--- src/rtl/bg_pkg.sv ---
package bg_pkg;
   localparam int STAT_W   = 4;
   localparam int IDX_W    = 4;
   localparam int MAP_AW   = 19;
   localparam int ST_READY = 0;
   localparam int ST_VPP   = 1;
   localparam int ST_WRITE = 2;
   localparam int ST_ERASE = 3;

   typedef enum logic [1:0] {
      BG_IDLE = 2'd0,
      BG_BUSY = 2'd1
   } bg_state_e;

   typedef struct packed {
      logic erase_err;
      logic write_err;
      logic vpp_err;
   } bg_err_t;
endpackage

--- src/rtl/bg_region_decode.sv ---
module bg_region_decode #(
   parameter int ADDR_W   = 19,
   parameter bit TOP_BOOT = 1'b0
) (
   input  logic [ADDR_W-1:0]        addr_i,
   output logic [bg_pkg::IDX_W-1:0] idx_o,
   output logic                     is_boot_o
);
   localparam logic [ADDR_W-1:0] PAR0_BASE = ADDR_W'('h02000);
   localparam logic [ADDR_W-1:0] PAR1_BASE = ADDR_W'('h03000);
   localparam logic [ADDR_W-1:0] MID_BASE  = ADDR_W'('h04000);
   localparam logic [ADDR_W-1:0] BIG_BASE  = ADDR_W'('h10000);
   localparam int               BIG_LSB   = 16;

   if (ADDR_W != bg_pkg::MAP_AW) begin : g_bad_width
      $error("bg_region_decode: ADDR_W must be %0d", bg_pkg::MAP_AW);
   end

   logic [ADDR_W-1:0] eff;

   if (TOP_BOOT) begin : g_top
      assign eff = ~addr_i;
   end else begin : g_bottom
      assign eff = addr_i;
   end

   always_comb begin
      if (eff < PAR0_BASE)      idx_o = 4'd0;
      else if (eff < PAR1_BASE) idx_o = 4'd1;
      else if (eff < MID_BASE)  idx_o = 4'd2;
      else if (eff < BIG_BASE)  idx_o = 4'd3;
      else                      idx_o = 4'd3 + {1'b0, eff[ADDR_W-1:BIG_LSB]};
   end

   assign is_boot_o = (idx_o == '0);
endmodule

--- src/rtl/bg_op_timer.sv ---
module bg_op_timer #(
   parameter int WR_CYCLES  = 6,
   parameter int ERA_CYCLES = 40
) (
   input  logic clk,
   input  logic rst_n,
   input  logic clear_i,
   input  logic load_i,
   input  logic load_erase_i,
   output logic expired_o
);
   localparam int MAX_C = (WR_CYCLES > ERA_CYCLES) ? WR_CYCLES : ERA_CYCLES;
   localparam int CNT_W = $clog2(MAX_C + 1);
   localparam logic [CNT_W-1:0] WR_LOAD = CNT_W'(WR_CYCLES - 1);
   localparam logic [CNT_W-1:0] ER_LOAD = CNT_W'(ERA_CYCLES - 1);

   if (WR_CYCLES < 1 || ERA_CYCLES < 1) begin : g_bad_len
      $error("bg_op_timer: cycle counts must be at least 1");
   end

   logic [CNT_W-1:0] cnt_q;

   always_ff @(posedge clk or negedge rst_n) begin
      if (!rst_n)               cnt_q <= '0;
      else if (clear_i)         cnt_q <= '0;
      else if (load_i)          cnt_q <= load_erase_i ? ER_LOAD : WR_LOAD;
      else if (cnt_q != '0)     cnt_q <= cnt_q - 1'b1;
   end

   assign expired_o = (cnt_q == '0);
endmodule

--- src/rtl/bg_err_status.sv ---
module bg_err_status (
   input  logic            clk,
   input  logic            rst_n,
   input  logic            clear_i,
   input  bg_pkg::bg_err_t set_i,
   output bg_pkg::bg_err_t err_o
);
   bg_pkg::bg_err_t err_q;
   bg_pkg::bg_err_t err_d;

   always_comb begin
      err_d = clear_i ? '0 : err_q;
      err_d = err_d | set_i;
   end

   always_ff @(posedge clk or negedge rst_n) begin
      if (!rst_n) err_q <= '0;
      else        err_q <= err_d;
   end

   assign err_o = err_q;
endmodule

--- src/rtl/bg_guard.sv ---
module bg_guard #(
   parameter int ADDR_W     = 19,
   parameter bit TOP_BOOT   = 1'b0,
   parameter int WR_CYCLES  = 6,
   parameter int ERA_CYCLES = 40
) (
   input  logic                      clk,
   input  logic                      rst_n,
   input  logic                      pd_i,
   input  logic                      clr_status_i,
   input  logic                      req_valid_i,
   input  logic                      req_erase_i,
   input  logic [ADDR_W-1:0]         req_addr_i,
   input  logic                      unlock_hv_i,
   input  logic                      wp_i,
   input  logic                      vpp_ok_i,
   output logic [bg_pkg::IDX_W-1:0]  blk_idx_o,
   output logic                      grant_o,
   output logic                      abort_o,
   output logic                      done_o,
   output logic                      busy_o,
   output logic [bg_pkg::STAT_W-1:0] status_o
);
   import bg_pkg::*;

   logic      dec_boot;
   logic      tmr_exp;
   bg_state_e state_q;
   logic      op_boot_q;
   logic      op_erase_q;
   logic      grant_q, abort_q, done_q;
   bg_err_t   err_set, err_now;

   bg_region_decode #(.ADDR_W(ADDR_W), .TOP_BOOT(TOP_BOOT)) u_dec (
      .addr_i    (req_addr_i),
      .idx_o     (blk_idx_o),
      .is_boot_o (dec_boot)
   );

   logic busy;
   logic boot_ok;
   logic take, allow, accept, reject;
   logic guard_lost, finish;

   assign busy       = (state_q == BG_BUSY);
   assign boot_ok    = (unlock_hv_i | wp_i) & vpp_ok_i;
   assign take       = req_valid_i & ~busy & ~pd_i;
   assign allow      = ~dec_boot | boot_ok;
   assign accept     = take & allow;
   assign reject     = take & ~allow;
   assign guard_lost = busy & op_boot_q & ~boot_ok & ~pd_i;
   assign finish     = busy & tmr_exp & ~guard_lost & ~pd_i;

   bg_op_timer #(.WR_CYCLES(WR_CYCLES), .ERA_CYCLES(ERA_CYCLES)) u_tmr (
      .clk          (clk),
      .rst_n        (rst_n),
      .clear_i      (pd_i),
      .load_i       (accept),
      .load_erase_i (req_erase_i),
      .expired_o    (tmr_exp)
   );

   always_comb begin
      err_set.write_err = (reject & ~req_erase_i) | (guard_lost & ~op_erase_q);
      err_set.erase_err = (reject &  req_erase_i) | (guard_lost &  op_erase_q);
      err_set.vpp_err   = (reject | guard_lost) & ~vpp_ok_i;
   end

   bg_err_status u_err (
      .clk     (clk),
      .rst_n   (rst_n),
      .clear_i (pd_i | clr_status_i),
      .set_i   (err_set),
      .err_o   (err_now)
   );

   always_ff @(posedge clk or negedge rst_n) begin
      if (!rst_n) begin
         state_q    <= BG_IDLE;
         op_boot_q  <= 1'b0;
         op_erase_q <= 1'b0;
         grant_q    <= 1'b0;
         abort_q    <= 1'b0;
         done_q     <= 1'b0;
      end else begin
         grant_q <= accept;
         abort_q <= guard_lost;
         done_q  <= finish;
         if (pd_i) begin
            state_q <= BG_IDLE;
         end else if (accept) begin
            state_q    <= BG_BUSY;
            op_boot_q  <= dec_boot;
            op_erase_q <= req_erase_i;
         end else if (guard_lost || finish) begin
            state_q <= BG_IDLE;
         end
      end
   end

   assign grant_o  = grant_q;
   assign abort_o  = abort_q;
   assign done_o   = done_q;
   assign busy_o   = busy;

   always_comb begin
      status_o           = '0;
      status_o[ST_READY] = ~busy;
      status_o[ST_VPP]   = err_now.vpp_err;
      status_o[ST_WRITE] = err_now.write_err;
      status_o[ST_ERASE] = err_now.erase_err;
   end
endmodule

--- config.mk ---
export PLATFORM = sky130hd
export DESIGN_NAME = bg_guard
export DESIGN_NICKNAME = d
export VERILOG_FILES = /design/src/rtl/bg_pkg.sv /design/src/rtl/bg_region_decode.sv /design/src/rtl/bg_op_timer.sv /design/src/rtl/bg_err_status.sv /design/src/rtl/bg_guard.sv
export SDC_FILE = /design/constraint.sdc
export NUM_CORES = 1
export LEC_CHECK = 0
export BUFFER_PORTS_ARGS = -buffer_cell sky130_fd_sc_hd__buf_2
export CORE_ASPECT_RATIO = 1.4
export CORE_UTILIZATION = 24
export CTS_CLUSTER_DIAMETER = 200
export DETAILED_ROUTE_END_ITERATION = 7
export GPL_TIMING_DRIVEN = 0
export PLACE_DENSITY = 0.49
export RECOVER_POWER = 25
export SLEW_MARGIN = 40
export SYNTH_ARGS = -nofsm -noshare
export SYNTH_HDL_FRONTEND = slang
export SYNTH_SLANG_ARGS = --single-unit
--- constraint.sdc ---
create_clock -name clk -period 3.8 [get_ports clk]
set_input_delay 1.14 -clock clk [delete_from_list [all_inputs] [get_ports clk]]
set_output_delay 1.14 -clock clk [all_outputs]
set_load 0.02 [all_outputs]
==> impl_metrics.ini <==
[synthesis]
synth_edf_count = 0
netlist_top_cells_count = dfrtp_1, inv_1, a21oi_1, nand2_1, nor2_1
synthDistinctLibCells = 39
synth_area_per_cell_um2 = 10.2
synth_flop_cell = dfrtp_1
yosys.area.top_type = dfrtp_1
post-synth-top-count-cell = dfrtp_1
synth_area_um2 = 888
syn_nets = 117
synth_top_area_share_pct = 42.3
yosys_warnings = 0
synth_area_leaders = dfrtp_1, inv_1, a21oi_1, ha_1, o31ai_4
ys_ff_latch = 15
async_flop_share_pct = 100
syn_inst = 87
seq_area_frac_synth_pct = 42.3

[cells_and_area]
area_growth_pct = 25.2
diodes = 0
instances_no_fill = 157
layout.nets = 148
drive_gt1_share_pct = 36.8
design_area_um2 = 1110

[grt]
grt_max_degree = 16
top_usage_layer = met2
grt_pass1_wl_um = 3480
grt.met2_usage_pct = 21.7
grt_util_met3_pct = 2.25
use_met1_pct = 13.6
grt_usage_pct = 12.2
grt_pass1_vias = 772
grt_overflow_total = 0
grt_antenna_before_repair = 0

[placed_design]
dp_slack_ns = 0.351
placedCellCount = 153
io_buffer_count = 26
postPlaceCellArea_um2 = 1070
globalplace.congestion = 0.696
hpwl_um = 1600

[sta]
hold_slack_ns = 0.496
setup_viol = 0
post-route-min-period_ns = 3.44
rsz0062_at_grt = no
min_period_over_period_pct = 90.5
fin_worst_skew_ns = 0.000631
setup_ws_ns = 0.361
tightest_slew_ns = 0.845
slew_headroom_pct = 43.7
max_freq_ghz = 0.291
slew_viol_final = 0
tns_ns = 0
hold_viol = 0

[run_status]
status = completed

[worst_setup_path]
cp_slowest_cell = mux2i_2
r2r_start = u_tmr.cnt_q[0]
critPathCaptureType = primary output
r2r_end = u_tmr.cnt_q[1]
worstPathRequired_ns = 2.66
path_common_cell = buf_2
start_kind = primary input
crit_fanout = 7
worstPathArrival_ns = 2.30
crit_type = in -> out
max_stage_delay_ns = 0.39
timing.reg2reg.setup_slack_ns = 1.82
rr_worst_depth = 6
cp_cell_sequence = buf_2 -> inv_1 -> ha_1 -> mux2i_2 -> buf_2

[min_path]
min_to = u_err.err_o[0]
hold_depth = 2
worstHoldPathType = reg -> reg
min_from = u_err.err_o[0]

[drt]
routedWlPerCell_um = 12.8
vias = 763
drtPass1Iterations = 4
routed_wl_um = 2000
post-route-drc-count = 0
vias_per_cell = 4.86
first_iter_violations = 19
drt.antenna.violating_nets = 0

[die]
dieArea_um2 = 3950
rows = 25
dieHeight_um = 74.0
num_io_pins = 40
initial_core_util_pct = 25.8
core_area_um2 = 3440
die_x_um = 53.4

[cts]
post_cts_resized = 0
path_clk_slew_ns = 0.06
clk_latency_ns = 0.24
cts_buffers = 3
h-tree-depth = 1
clock_path_buffers = 2
cts_tree = done
ctsHoldBuffers = 0
cts_num_sinks = 15
root_buffer = clkbuf_8
post-cts-setup-buffer-count = 0

[pwr]
p_per_area_nw_per_um2 = 562
leakagePower_nw = 0.542
ir_drop_mv = 0.278

[run]
max_cap_viol_count = 0
[logic make-up (layout without fill, tap and decap cells)]
kind of cell,after synthesis,after routing,share of synthesized area (%)
simple gates,30,30,20.3
flops,15,15,42.3
mux,3,3,4.37
compound gates,23,23,22.5
fa+ha+maj,2,2,2.82
buf+inv,11,41,4.79
xor+xnor,3,3,2.96
[per-layer routing]
layer,share of wire [%],vias up
met1,39,353
met2,55,27
met5,0,-
li1,-,379
met3,4.7,4
met4,2.0,0
[state kept, by name (all words and copies together), names as in the netlist]
name,count
op_erase_q,1
state_q,1
u_tmr.cnt_q,6
u_err.err_o,3
done_o,1
abort_o,1
grant_o,1
op_boot_q,1
[layout make-up]
class                           count  area (um2)
Multi-Input combinational cell     61         470
Timing Repair Buffer               26         129
Clock buffer                        4        45.0
Tap cell                           40        50.0
Sequential cell                    15         375
Buffer                              1        5.00
Fill cell                         380        2330
Inverter                           10        37.5
[metrics by stage]
step,util (%),power [mW]
2_1_floorplan,-,0.440
3_3_place_gp,31.1,0.499
3_5_place_dp,31.1,0.500
4_1_cts,32.4,0.634
5_1_grt,32.3,0.679
6_report,32.3,0.625
[how the worst max path moves through the flow]
stage	from	slack, ns	cells past startpoint	end
detailed placement	req_addr_i[16]	0.35	5	blk_idx_o[1]
global placement	req_addr_i[16]	0.36	5	blk_idx_o[1]
finish	req_addr_i[16]	0.36	5	blk_idx_o[1]
global route	req_addr_i[16]	0.26	5	blk_idx_o[1]
CTS	req_addr_i[16]	0.34	5	blk_idx_o[1]
floorplan	req_addr_i[16]	0.71	3	blk_idx_o[1]
[worst max-delay path: cells and delay by family]
family | cells | cell delay (ns)
adder cells (fa/ha/maj) | 1 | 0.31
buffers and inverters | 3 | 0.46
multiplexers | 1 | 0.39
[placed cells by master (no fill, tap or decap), drive strengths merged, types with 2 or more instances in the layout]
master and count:
buf 26, mux2i 2, a21oi 5, a221o 2, inv 10, nor2 5
clkbuf 5, nor4 2, o21a 2, a211oi 2, xnor2 2, nand3 2
nand2 5, nor3 5, dfrtp 15, nor3b 2, ha 2, o31ai 2
or3b 2, or3 3, o311ai 2, o21ai 4
[report_power, final]
group	internal (mW)	total [mW]	switching (mW)	leakage [nW]
registers	0.197	0.226	0.0291	0.199
clock network	0.0742	0.128	0.0543	0.0228
logic	0.133	0.270	0.138	0.320
Note: power is estimated with default switching activity, not from simulation.
